===== src/rtl/ready_sel_pkg.sv =====
package ready_sel_pkg;
   // default configuration of the selector
   localparam int unsigned SEL_DEPTH  = 8;
   localparam int unsigned SEL_GRANTS = 2;
   localparam int unsigned SEL_UNITS  = 4;

   // unit type codes for the default four-unit configuration
   typedef enum logic [1:0] {
      FU_INT_A = 2'd0,
      FU_INT_B = 2'd1,
      FU_MEM   = 2'd2,
      FU_FLT   = 2'd3
   } fu_kind_e;
endpackage


===== src/rtl/ready_sel_elig.sv =====
module ready_sel_elig
   import ready_sel_pkg::*;
#(
   parameter int unsigned DEPTH     = SEL_DEPTH,
   parameter int unsigned NUM_UNITS = SEL_UNITS,
   localparam int unsigned IDX_W    = $clog2(DEPTH),
   localparam int unsigned UNIT_W   = $clog2(NUM_UNITS)
) (
   input  logic [DEPTH-1:0]        valid,
   input  logic [DEPTH-1:0]        lock_a,
   input  logic [DEPTH-1:0]        lock_b,
   input  logic [DEPTH-1:0]        issued,
   input  logic [DEPTH-1:0]        done,
   input  logic [DEPTH*UNIT_W-1:0] unit,
   input  logic [DEPTH-1:0]        is_load,
   input  logic [DEPTH-1:0]        is_store,
   input  logic [IDX_W-1:0]        head,
   input  logic [NUM_UNITS-1:0]    busy,
   output logic [DEPTH-1:0]        elig
);

   // an older store exists for entry i when some occupied store sits
   // closer to the head around the ring
   logic [DEPTH-1:0] older_st;

   always_comb begin
      for (int i = 0; i < DEPTH; i++) begin
         older_st[i] = 1'b0;
         for (int j = 0; j < DEPTH; j++) begin
            if (valid[j] && is_store[j] &&
                ((IDX_W'(j) - head) < (IDX_W'(i) - head)))
               older_st[i] = 1'b1;
         end
      end
   end

   for (genvar i = 0; i < DEPTH; i++) begin : g_ent
      logic [UNIT_W-1:0] u_code;
      logic              at_head;
      logic              base_ok;
      logic              mem_ok;

      assign u_code  = unit[i*UNIT_W +: UNIT_W];
      assign at_head = (head == IDX_W'(i));
      assign base_ok = valid[i] & ~lock_a[i] & ~lock_b[i] &
                       ~issued[i] & ~done[i] & ~busy[u_code];
      assign mem_ok  = (~is_store[i] | at_head) & (~is_load[i] | ~older_st[i]);
      assign elig[i] = base_ok & mem_ok;
   end

endmodule


===== src/rtl/ready_sel_pick.sv =====
module ready_sel_pick
   import ready_sel_pkg::*;
#(
   parameter int unsigned DEPTH     = SEL_DEPTH,
   parameter int unsigned GRANTS    = SEL_GRANTS,
   parameter int unsigned NUM_UNITS = SEL_UNITS,
   localparam int unsigned IDX_W    = $clog2(DEPTH),
   localparam int unsigned UNIT_W   = $clog2(NUM_UNITS)
) (
   input  logic                     clk,
   input  logic                     rst_n,
   input  logic [DEPTH-1:0]         elig,
   input  logic [DEPTH*UNIT_W-1:0]  unit,
   input  logic [IDX_W-1:0]         head,
   output logic [GRANTS-1:0]        slot_vld,
   output logic [GRANTS*IDX_W-1:0]  slot_idx,
   output logic [GRANTS*UNIT_W-1:0] slot_unit,
   output logic [DEPTH-1:0]         mark
);

   // walk the ring from the head; each candidate takes the next free
   // slot provided its unit has not been claimed by an older entry
   always_comb begin
      int                   n;
      logic [IDX_W-1:0]     idx;
      logic [UNIT_W-1:0]    u_code;
      logic [NUM_UNITS-1:0] taken;

      slot_vld  = '0;
      slot_idx  = '0;
      slot_unit = '0;
      mark      = '0;
      taken     = '0;
      n         = 0;
      for (int k = 0; k < DEPTH; k++) begin
         idx    = head + IDX_W'(k);
         u_code = unit[idx*UNIT_W +: UNIT_W];
         if (elig[idx] && !taken[u_code] && (n < GRANTS)) begin
            slot_vld[n]                    = 1'b1;
            slot_idx[n*IDX_W +: IDX_W]     = idx;
            slot_unit[n*UNIT_W +: UNIT_W]  = u_code;
            mark[idx]                      = 1'b1;
            taken[u_code]                  = 1'b1;
            n                              = n + 1;
         end
      end
   end


   mark_count_chk: assert property (@(posedge clk) disable iff (!rst_n)
      $countones(mark) == $countones(slot_vld));

   for (genvar s = 0; s + 1 < GRANTS; s++) begin : g_order

      slot_fill_chk: assert property (@(posedge clk) disable iff (!rst_n)
         slot_vld[s+1] |-> slot_vld[s]);

      slot_age_chk: assert property (@(posedge clk) disable iff (!rst_n)
         slot_vld[s+1] |->
            ((slot_idx[s*IDX_W +: IDX_W] - head) <
             (slot_idx[(s+1)*IDX_W +: IDX_W] - head)));
   end

   for (genvar a = 0; a < GRANTS; a++) begin : g_ua
      for (genvar b = a + 1; b < GRANTS; b++) begin : g_ub

         unit_unique_chk: assert property (@(posedge clk) disable iff (!rst_n)
            (slot_vld[a] && slot_vld[b]) |->
               (slot_unit[a*UNIT_W +: UNIT_W] != slot_unit[b*UNIT_W +: UNIT_W]));
      end
   end

endmodule


===== src/rtl/ready_sel.sv =====
module ready_sel
   import ready_sel_pkg::*;
#(
   parameter int unsigned DEPTH     = SEL_DEPTH,
   parameter int unsigned GRANTS    = SEL_GRANTS,
   parameter int unsigned NUM_UNITS = SEL_UNITS,
   localparam int unsigned IDX_W    = $clog2(DEPTH),
   localparam int unsigned UNIT_W   = $clog2(NUM_UNITS)
) (
   input  logic                     clk,
   input  logic                     rst_n,
   input  logic [DEPTH-1:0]         ent_valid,
   input  logic [DEPTH-1:0]         ent_lock_a,
   input  logic [DEPTH-1:0]         ent_lock_b,
   input  logic [DEPTH-1:0]         ent_issued,
   input  logic [DEPTH-1:0]         ent_done,
   input  logic [DEPTH*UNIT_W-1:0]  ent_unit,
   input  logic [DEPTH-1:0]         ent_load,
   input  logic [DEPTH-1:0]         ent_store,
   input  logic [IDX_W-1:0]         oldest_ptr,
   input  logic [NUM_UNITS-1:0]     unit_busy,
   output logic [GRANTS-1:0]        slot_vld,
   output logic [GRANTS*IDX_W-1:0]  slot_idx,
   output logic [GRANTS*UNIT_W-1:0] slot_unit,
   output logic [DEPTH-1:0]         issue_mark
);

   // elaboration-time parameter checks
   if (DEPTH < 2 || (DEPTH & (DEPTH - 1)) != 0) begin : g_bad_depth
      $error("ready_sel: DEPTH must be a power of two, at least 2");
   end
   if (NUM_UNITS < 2 || (NUM_UNITS & (NUM_UNITS - 1)) != 0) begin : g_bad_units
      $error("ready_sel: NUM_UNITS must be a power of two, at least 2");
   end
   if (GRANTS < 1 || GRANTS > NUM_UNITS) begin : g_bad_grants
      $error("ready_sel: GRANTS must lie between 1 and NUM_UNITS");
   end

   logic [DEPTH-1:0] cand;

   ready_sel_elig #(
      .DEPTH     (DEPTH),
      .NUM_UNITS (NUM_UNITS)
   ) u_elig (
      .valid    (ent_valid),
      .lock_a   (ent_lock_a),
      .lock_b   (ent_lock_b),
      .issued   (ent_issued),
      .done     (ent_done),
      .unit     (ent_unit),
      .is_load  (ent_load),
      .is_store (ent_store),
      .head     (oldest_ptr),
      .busy     (unit_busy),
      .elig     (cand)
   );

   ready_sel_pick #(
      .DEPTH     (DEPTH),
      .GRANTS    (GRANTS),
      .NUM_UNITS (NUM_UNITS)
   ) u_pick (
      .clk       (clk),
      .rst_n     (rst_n),
      .elig      (cand),
      .unit      (ent_unit),
      .head      (oldest_ptr),
      .slot_vld  (slot_vld),
      .slot_idx  (slot_idx),
      .slot_unit (slot_unit),
      .mark      (issue_mark)
   );

   for (genvar i = 0; i < DEPTH; i++) begin : g_chk

      issue_ready_chk: assert property (@(posedge clk) disable iff (!rst_n)
         issue_mark[i] |-> (ent_valid[i] && !ent_lock_a[i] && !ent_lock_b[i] &&
                            !ent_issued[i] && !ent_done[i]));

      unit_idle_chk: assert property (@(posedge clk) disable iff (!rst_n)
         issue_mark[i] |-> !unit_busy[ent_unit[i*UNIT_W +: UNIT_W]]);

      store_head_chk: assert property (@(posedge clk) disable iff (!rst_n)
         (issue_mark[i] && ent_store[i]) |-> (oldest_ptr == IDX_W'(i)));
      for (genvar j = 0; j < DEPTH; j++) begin : g_pair
         if (i != j) begin : g_ne

            load_order_chk: assert property (@(posedge clk) disable iff (!rst_n)
               !(issue_mark[i] && ent_load[i] && ent_valid[j] && ent_store[j] &&
                 ((IDX_W'(j) - oldest_ptr) < (IDX_W'(i) - oldest_ptr))));
         end
      end
   end

endmodule


===== config.mk =====
export PLATFORM = sky130hd
export DESIGN_NAME = ready_sel
export DESIGN_NICKNAME = d
export VERILOG_FILES = /design/src/rtl/ready_sel_pkg.sv /design/src/rtl/ready_sel_elig.sv /design/src/rtl/ready_sel_pick.sv /design/src/rtl/ready_sel.sv
export SDC_FILE = /design/constraint.sdc
export NUM_CORES = 1
export LEC_CHECK = 0
export ABC_AREA = 1
export BUFFER_PORTS_ARGS = -buffer_cell sky130_fd_sc_hd__clkbuf_2
export CORE_ASPECT_RATIO = 0.75
export CORE_UTILIZATION = 63
export DETAILED_ROUTE_END_ITERATION = 12
export PLACE_DENSITY_LB_ADDON = 0.25
export SLEW_MARGIN = 5
export SYNTH_ARGS = -nofsm -noshare
export SYNTH_HDL_FRONTEND = slang
export SYNTH_HIERARCHICAL = 1
export SYNTH_SLANG_ARGS = --single-unit

===== constraint.sdc =====
create_clock -name vclk -period 15.1
set_input_delay 1.51 -clock vclk [all_inputs]
set_output_delay 1.51 -clock vclk [all_outputs]
set_load 0.01 [all_outputs]

==> impl_metrics.env <==
export IMPL_outcome="complete, no violations"
export IMPL_io_buffers=99
export IMPL_ys_seq_area_share_pct=0
export IMPL_start_util_pct=66.1
export IMPL_antenna_left=0
export IMPL_vdd_ir_drop_max_mv=0.252
export IMPL_crit_path_start_kind="input port"
export IMPL_hold_class="in -> out"
export IMPL_synth_top_area_share_pct=19.7
export IMPL_wl_per_cell_um=16.2
export IMPL_setup_viol=0
export IMPL_post_dp_hpwl_um=25200
export IMPL_nClkBuffers=0
export IMPL_tightest_slew_ns=0.882
export IMPL_num_nets_final=1918
export IMPL_vias=11600
export IMPL_drc=0
export IMPL_die_area_mm2=0.0144
export IMPL_drv_slew=0
export IMPL_rows=36
export IMPL_yosysUniqueCellTypes=67
export IMPL_end_kind="primary output"
export IMPL_antenna_found_initial=0
export IMPL_syn_to_final_growth_pct=8.43
export IMPL_diodes=0
export IMPL_slowest_delay_ns=0.55
export IMPL_vias_per_cell=6.07
export IMPL_grt_max_degree=58
export IMPL_slowest_stage="fa_1"
export IMPL_seq_cell_count=0
export IMPL_fin_crit_ns=14.42
export IMPL_ys_warn_count=6
export IMPL_maxCapViolCount=0
export IMPL_dr_pass1_iters=10
export IMPL_grt_pass1_wl_um=50400
export IMPL_setup_slack_ns=0.676
export IMPL_crit_fanout=15
export IMPL_syn_area_mm2=0.00875
export IMPL_powerDensity_mw_per_mm2=141
export IMPL_cp_common_cell="nand3_1"
export IMPL_drive_gt1_share_pct=12.6
export IMPL_die_w_um=138
export IMPL_drt_initial_drc_count=1682
export IMPL_worstPathArrival_ns=12.91
export IMPL_io_pins=101
export IMPL_power_mw=1.34
export IMPL_grt_pass1_vias=10100
export IMPL_crit_required_ns=13.59
export IMPL_gpl_final_weighted_congestion=1.03
export IMPL_final_area_mm2=0.00948
export IMPL_gr_total_overflow=0
export IMPL_synth_top_area_cell="nand2_1"
export IMPL_core_mm2=0.0132
export IMPL_synthTopCellsByArea="nand2_1 20%, ha_1 13%, inv_1 10%, nand3_1 9.2%, nor2_1 7.0%"
export IMPL_fin_crit_sh_pct=95.5
export IMPL_chipHeight_um=104
export IMPL_num_fill_cells=1236
export IMPL_syn_instance_count=1651
export IMPL_critical_path_class="in -> out"
export IMPL_gr_usage_all_layers_pct=41.7
export IMPL_slew_limit_headroom_pct=40.6
export IMPL_wl_um=31000
export IMPL_leakage_nw=5.11
export IMPL_avgSynthCellArea_um2=5.30
export IMPL_pre_cts_ws_ns=0.385
export IMPL_max_freq_mhz=69.3
export IMPL_seq_area_um2=0
export IMPL_timing_hold_violations_final=0
export IMPL_placed_cell_area_mm2=0.00942
-- routing by layer --
layer | global-route usage (%) | part of all wire [%]
met1 | 59.8 | 43
met2 | 61.7 | 41
met3 | 8.75 | 13
met4 | 12.2 | 3.1
met5 | 0 | 0
-- critical path, delay by kind of cell --
| kind | cells | cell delay [ns] |
|---|---|---|
| buffers and inverters | 15 | 2.06 |
| adder cells (fa/ha/maj) | 12 | 3.51 |
| AO/OA/AOI/OAI | 6 | 0.89 |
| AND/OR/NAND/NOR | 40 | 4.74 |
| XOR/XNOR | 1 | 0.17 |
-- kinds of logic (layout without fill, tap and decap cells) --
kind of cell / count (synthesis) / in the layout / share of synthesized area, %
AOI/OAI and AO/OA: 280 / 280 / 20.5
xor gates and xnor gates: 27 / 27 / 2.79
adders and majority gates: 93 / 93 / 13.6
buffers and inverters: 292 / 368 / 13.5
muxes: 11 / 11 / 1.32
other: 2 / 17 / 0.0859
and+or+nand+nor: 946 / 946 / 48.2
-- per-stage QoR --
step | cells | hold slack [ns] | setup TNS [ns] | utilization [%]
2_1_floorplan | 1666 | 3.46 | 0 | -
3_3_place_gp | 1911 | 3.87 | 0 | 71.1
3_5_place_dp | 1911 | 3.89 | 0 | 71.1
4_1_cts | 1911 | 3.90 | 0 | 71.1
5_1_grt | 1913 | 3.96 | -0.232 | 71.6
6_report | 1913 | 3.91 | 0 | 71.6
-- cell usage after synthesis, drive strengths merged, types with 3 or more instances --
| master | count |
|---|---|
| xor2 | 22 |
| o21bai | 5 |
| a211oi | 9 |
| nand4 | 29 |
| nand2 | 491 |
| fa | 3 |
| nor4 | 10 |
| ha | 90 |
| o21a | 11 |
| and2 | 3 |
| a22oi | 5 |
| a21oi | 51 |
| nor2 | 181 |
| o211ai | 22 |
| o21ai | 100 |
| a221o | 5 |
| clkbuf | 21 |
| nand3b | 4 |
| nand3 | 165 |
| o221ai | 6 |
| o31ai | 9 |
| a31oi | 8 |
| o22ai | 18 |
| o311ai | 4 |
| o2111ai | 12 |
| nor3 | 51 |
| buf | 23 |
| nor3b | 6 |
| inv | 246 |
| a2111oi | 4 |
| xnor2 | 5 |
| mux2i | 7 |
| mux2 | 4 |
-- layout by cell type, fill, tap and decap left out, types with 21 or more instances in the layout --
master | Yosys | final
nand2_1 | 459 | 458
ha_1 | 90 | 87
nand3_1 | 160 | 160
clkbuf_2 | 0 | 99
nand4_1 | 29 | 29
nand2_2 | 27 | 28
nor2_1 | 163 | 160
nor3_1 | 50 | 49
o211ai_1 | 22 | 22
xor2_1 | 22 | 21
a21oi_1 | 45 | 45
inv_1 | 232 | 229
buf_4 | 3 | 21
o21ai_0 | 82 | 82
-- area by class of cell --
class	count	area (um^2)	share of cell area, %
multi-input combinational	1374	7670	80.8
tap	171	214	2.26
timing repair buffer	120	653	6.89
inverter	248	950	10.0
-- report_power, final --
part | switching, mW | internal (mW) | leakage (nW)
logic | 0.924 | 0.413 | 5.11
registers | 0 | 0 | 0
clock network | 0 | 0 | 0
total | 0.924 | 0.413 | 5.11
-- what timing repair did --
action                     4_1_cts  5_1_grt
hold buffers                     0        0
buffers inserted                 0        2
gates resized for setup          0       14
setup endpoints to repair        0       18
-- path summary, 6_finish.rpt --
kind,start,endpoint,depth (start not counted)
max,oldest_ptr[0],slot_idx[4],74
min,ent_unit[14],slot_unit[0],9
(Power assumes the default switching activity.)
